### config.mk
export PLATFORM = sky130hd
export DESIGN_NAME = hbus_slave
export DESIGN_NICKNAME = d
export VERILOG_FILES = /design/src/rtl/hbus_pkg.sv /design/src/rtl/hbus_seq.sv /design/src/rtl/hbus_regfile.sv /design/src/rtl/hbus_slave.sv
export SDC_FILE = /design/constraint.sdc
export NUM_CORES = 1
export LEC_CHECK = 0
export ABC_AREA = 1
export BUFFER_PORTS_ARGS = -buffer_cell sky130_fd_sc_hd__buf_4
export CAP_MARGIN = 0
export CORE_UTILIZATION = 55
export DETAILED_ROUTE_END_ITERATION = 7
export PLACE_DENSITY = 0.73
export SLEW_MARGIN = 20
export SYNTH_ARGS = -nofsm -noshare
export SYNTH_HDL_FRONTEND = slang
export SYNTH_SLANG_ARGS = --single-unit
### constraint.sdc
create_clock -name clk -period 5.4 [get_ports clk]
set_input_delay 1.35 -clock clk [delete_from_list [all_inputs] [get_ports clk]]
set_output_delay 1.35 -clock clk [all_outputs]
set_load 0.005 [all_outputs]
### src/rtl/hbus_pkg.sv
package hbus_pkg;

    typedef enum logic [2:0] {
        PH_IDLE = 3'd0,
        PH_T1   = 3'd1,
        PH_T2   = 3'd2,
        PH_T3   = 3'd3,
        PH_T4   = 3'd4,
        PH_T5   = 3'd5,
        PH_HOLD = 3'd6
    } phase_t;

    function automatic phase_t next_phase(input phase_t p);
        return phase_t'(p + 3'd1);
    endfunction

    function automatic logic in_transit(input phase_t p);
        return (p == PH_T1) || (p == PH_T2) || (p == PH_T3) || (p == PH_T4);
    endfunction

endpackage

### src/rtl/hbus_seq.sv
module hbus_seq
    import hbus_pkg::*;
(
    input  logic   clk,
    input  logic   rst,
    input  logic   strobe_n,
    input  logic   sel_n,
    output phase_t phase,
    output logic   start
);

    assign start = (phase == PH_IDLE) && !strobe_n && !sel_n;

    always_ff @(posedge clk) begin
        if (rst) begin
            phase <= PH_IDLE;
        end else if (sel_n) begin
            phase <= PH_IDLE;
        end else begin
            unique case (phase)
                PH_IDLE: if (!strobe_n) phase <= PH_T1;
                PH_T5:   phase <= PH_HOLD;
                PH_HOLD: phase <= PH_HOLD;
                default: phase <= next_phase(phase);
            endcase
        end
    end


    idle_ignore_chk: assert property (@(posedge clk) disable iff (rst)
        (phase == PH_IDLE && sel_n) |=> (phase == PH_IDLE));


    steady_count_chk: assert property (@(posedge clk) disable iff (rst)
        (in_transit(phase) && !sel_n) |=> (phase == next_phase($past(phase))));


    hold_stays_chk: assert property (@(posedge clk) disable iff (rst)
        (phase == PH_HOLD && !sel_n) |=> (phase == PH_HOLD));


    reset_idle_chk: assert property (@(posedge clk)
        rst |=> (phase == PH_IDLE));

endmodule

### src/rtl/hbus_regfile.sv
module hbus_regfile #(
    parameter int AW = 3,
    parameter int DW = 16
) (
    input  logic          clk,
    input  logic          rst,
    input  logic          we,
    input  logic [AW-1:0] waddr,
    input  logic [DW-1:0] wdata,
    input  logic [AW-1:0] raddr,
    output logic [DW-1:0] rdata
);

    localparam int NREG = 1 << AW;

    logic [DW-1:0] mem [NREG];

    for (genvar i = 0; i < NREG; i++) begin : g_reg
        always_ff @(posedge clk) begin
            if (rst)
                mem[i] <= '0;
            else if (we && waddr == AW'(i))
                mem[i] <= wdata;
        end
    end

    assign rdata = mem[raddr];


    write_lands_chk: assert property (@(posedge clk) disable iff (rst)
        we |=> (mem[$past(waddr)] == $past(wdata)));


    reset_clear_chk: assert property (@(posedge clk)
        rst |=> (mem[0] == '0));

endmodule

### src/rtl/hbus_slave.sv
module hbus_slave
    import hbus_pkg::*;
#(
    parameter int AW = 3,
    parameter int DW = 16
) (
    input  logic          clk,
    input  logic          rst,
    input  logic          strobe_n,
    input  logic          sel_n,
    input  logic          rd_nwr,
    input  logic [AW-1:0] addr,
    input  logic [DW-1:0] wdata,
    output logic [DW-1:0] rdata,
    output logic          rdata_oe,
    output logic          ack_n,
    output logic          ack_oe
);

    typedef struct packed {
        logic [AW-1:0] addr;
        logic          is_rd;
    } cyc_t;

    phase_t phase;
    logic   start;
    cyc_t   cyc_q;
    logic   we;

    hbus_seq u_seq (
        .clk      (clk),
        .rst      (rst),
        .strobe_n (strobe_n),
        .sel_n    (sel_n),
        .phase    (phase),
        .start    (start)
    );

    always_ff @(posedge clk) begin
        if (rst)
            cyc_q <= '{addr: '0, is_rd: 1'b1};
        else if (start)
            cyc_q <= '{addr: addr, is_rd: rd_nwr};
    end

    assign we = (phase == PH_T5) && !cyc_q.is_rd && !sel_n;

    hbus_regfile #(.AW(AW), .DW(DW)) u_regs (
        .clk   (clk),
        .rst   (rst),
        .we    (we),
        .waddr (cyc_q.addr),
        .wdata (wdata),
        .raddr (cyc_q.addr),
        .rdata (rdata)
    );

    assign rdata_oe = (phase == PH_T5) && cyc_q.is_rd && !sel_n;
    assign ack_n    = (phase != PH_T5);
    assign ack_oe   = !sel_n;


    ack_single_chk: assert property (@(posedge clk) disable iff (rst)
        (ack_oe && !ack_n) |=> ack_n);


    rd_drive_chk: assert property (@(posedge clk) disable iff (rst)
        rdata_oe |-> (ack_oe && !ack_n));


    release_chk: assert property (@(posedge clk) disable iff (rst)
        sel_n |-> (!ack_oe && !rdata_oe));

endmodule

==> impl_metrics.sql <==
INSERT INTO impl_metrics (metric_group, metric, value, unit) VALUES
('outcome', 'run_status', 'finished clean', ''),
('route', 'final_antenna_net_count', '0', ''),
('final_layout', 'multiInputGateArea', '1959', 'um^2'),
('grt', 'grt_usage', '0.2749', ''),
('route', 'drt_pre_antenna_iters', '7', ''),
('logic_synthesis', 'ys_ff_latch', '138', ''),
('route', 'detail_route.drc_violations', '0', ''),
('worst_setup_path', 'r2r_end', 'u_regs.mem[0][11]', ''),
('route', 'starting_drc_count_in_detailed_routing', '404', ''),
('grt', 'vias_in_the_first_global_route', '5240', ''),
('floorplanning', 'fp.dieW', '112.8', 'um'),
('worst_setup_path', 'critical_path_endpoint_category', 'output port', ''),
('logic_synthesis', 'synthFlopType', 'sky130_fd_sc_hd__edfxtp_1', ''),
('logic_synthesis', 'ys_top_cells_by_count', 'sky130_fd_sc_hd__nand2_1, sky130_fd_sc_hd__inv_1, sky130_fd_sc_hd__nor2_1', ''),
('worst_setup_path', 'critPathArrivalTime', '2.29', 'ns'),
('route', 'totalWireLength', '16150', 'um'),
('clocking', 'worst_setup_hold_path_clk_slew', '0.05', 'ns'),
('sta', 'maxSlewHeadroom', '0.2754', ''),
('sta', 'slew_violations', '0', ''),
('worst_setup_path', 'critPathMaxFanout', '17', ''),
('logic_synthesis', 'netlist_area', '6749', 'um^2'),
('job', 'cap_viol_max_count', '0', ''),
('clocking', 'postCtsResizedCells', '0', ''),
('final_layout', 'area_growth', '13.48', '%'),
('sta', 'maxClockFrequency', '274.8', 'MHz'),
('final_layout', 'final_util', '0.6403', ''),
('final_layout', 'ff_latch_area', '4045', 'um^2'),
('floorplanning', 'floorplan.io_pins', '43', ''),
('sta', 'final-hold-violation-count', '0', ''),
('hold_path', 'hold_path_class', 'reg -> reg', ''),
('clocking', 'clock_latency', '0.41', 'ns'),
('worst_setup_path', 'ff2ff_setup_slack', '2.72', 'ns'),
('route', 'drt-wirelength-per-cell', '16.35', 'um'),
('hold_path', 'holdPathStages', '2', ''),
('worst_setup_path', 'worst-endpoint-required', '4.05', 'ns'),
('worst_setup_path', 'rr_worst_depth', '6', ''),
('sta', 'finalSetupTns', '0', 'ns'),
('final_layout', 'layout-drive-gt1-share', '0.09037', ''),
('logic_synthesis', 'postSynthAreaPerCell', '8.457', 'um^2'),
('worst_setup_path', 'worstReg2RegStart', 'u_seq.phase[1]', ''),
('clocking', 'post-cts-setup-buffers', '0', ''),
('clocking', 'cts_max_level', '4', ''),
('pwr', 'power.leakage', '3.642', 'nW'),
('logic_synthesis', 'post-synth-top-count-cell', 'sky130_fd_sc_hd__nand2_1', ''),
('pwr', 'ir_worst_vdd', '0.1639', 'mV'),
('placed_design', 'gpl.final_weighted_congestion', '0.8178', ''),
('clocking', 'ctsRootBufferMaster', 'sky130_fd_sc_hd__clkbuf_16', ''),
('route', 'avgViaCountPerCell', '5.263', ''),
('hold_path', 'hold_path.startpoint', 'cyc_q[1]', ''),
('placed_design', 'place.port_buffers', '42', ''),
('final_layout', 'stdcell_area', '7659', 'um^2'),
('clocking', 'cts_tree', 'yes', ''),
('logic_synthesis', 'yosysWarningCount', '0', ''),
('logic_synthesis', 'netlist-cell-type-count', '22', ''),
('sta', 'unrepaired_setup_endpoints_after_global_routing', 'no', ''),
('floorplanning', 'die-height', '112.8', 'um'),
('sta', 'clock-skew-final', '0.004417', 'ns'),
('final_layout', 'finish.net_count', '856', ''),
('logic_synthesis', 'area_share_of_the_largest_cell_type_after_synthesis', '0.5695', ''),
('clocking', 'clock_buffer_count_from_cts', '17', ''),
('route', 'detailroute.via_count', '5200', ''),
('final_layout', 'instances_no_fill', '988', ''),
('grt', 'grt_max_degree', '65', ''),
('grt', 'first_pass_grt_wire_length', '26240', 'um'),
('placed_design', 'post-place-cells', '956', ''),
('placed_design', 'detailed_place_hpwl', '9366', 'um'),
('final_layout', 'nFillCells', '983', ''),
('logic_synthesis', 'synthesis.instances', '798', ''),
('sta', 'post-route-period-util', '0.6738', ''),
('floorplanning', 'core_area', '11960', 'um^2'),
('placed_design', 'dpl_cell_area', '7108', 'um^2');
[placed cells by master (no fill, tap or decap), drive strengths merged, types with 3 or more instances in the layout]
cell    instances
a21oi           4
buf            44
clkbuf         29
clkinv          3
dfxtp          10
edfxtp        128
ha              4
inv           156
nand2         236
nand3          79
nor2          138
nor3            4
[cell families (layout without fill, tap and decap cells)]
kind of cell / Yosys count / after routing / synth area share
buf+inv: 190 / 233 / 0.1105
fa+ha+maj: 4 / 4 / 0.007416
flops: 138 / 138 / 0.5992
compound gates: 7 / 7 / 0.005562
simple gates: 459 / 459 / 0.2773
[where the power goes]
| part | total [mW] | leakage [nW] | internal, mW | switching, mW |
|---|---|---|---|---|
| clock | 1.09 | 0.270 | 0.682 | 0.410 |
| combinational | 0.198 | 1.97 | 0.0655 | 0.133 |
| sequential | 1.22 | 1.40 | 1.20 | 0.0154 |
[flip-flops by register name, indices dropped and copies added (netlist names), named ones only]
name / count
u_seq.phase: 3
u_regs.mem: 128
cyc_q: 4
[metal layers]
| layer | vias to the layer above | part of all wire | global-route usage | wire [um] |
|---|---|---|---|---|
| li1 | 2505 | - | - | - |
| met1 | 2444 | 0.40 | 0.3513 | 6521 |
| met2 | 216 | 0.49 | 0.4547 | 7954 |
| met3 | 35 | 0.081 | 0.05303 | 1310 |
| met4 | 0 | 0.022 | 0.1298 | 362 |
| met5 | - | 0 | 0 | 0 |
[critical path: stages, from the launching register on]
cell and delay, ns:
sky130_fd_sc_hd__dfxtp_1 0.84, sky130_fd_sc_hd__inv_1 0.58, sky130_fd_sc_hd__nand2_1 0.19, sky130_fd_sc_hd__nand2_1 0.11, sky130_fd_sc_hd__buf_4 0.15
[area by class of cell]
cell class              instances  share of cell area
multi-input cells             470              0.2558
clock buffers                  29             0.06666
inverters                     157             0.07695
well taps                     147             0.02402
flip-flops and latches        138              0.5282
repair buffers                 44             0.04313
clock inverters                 3            0.005228
[metrics by stage]
stage                     hold slack, ns  setup slack [ns]
after global routing              0.5609             1.647
after floorplan                   0.4884             2.484
final                             0.5445             1.761
after detailed placement          0.5322             1.904
after CTS                         0.5458             1.588
after global placement            0.5041             2.064
[how the worst max path moves through the flow]
| stage | startpoint | to | slack [ns] | cells past startpoint |
|---|---|---|---|---|
| finish | flop | rdata[7] | 1.76 | 4 |
| global route | flop | rdata[7] | 1.65 | 4 |
| CTS | flop | rdata[7] | 1.59 | 7 |
| detailed placement | sel_n | u_regs.mem[0][11] | 1.90 | 4 |
| global placement | sel_n | u_regs.mem[0][2] | 2.06 | 4 |
| floorplan | sel_n | rdata_oe | 2.48 | 1 |
Note: power is estimated with default switching activity, not from simulation.
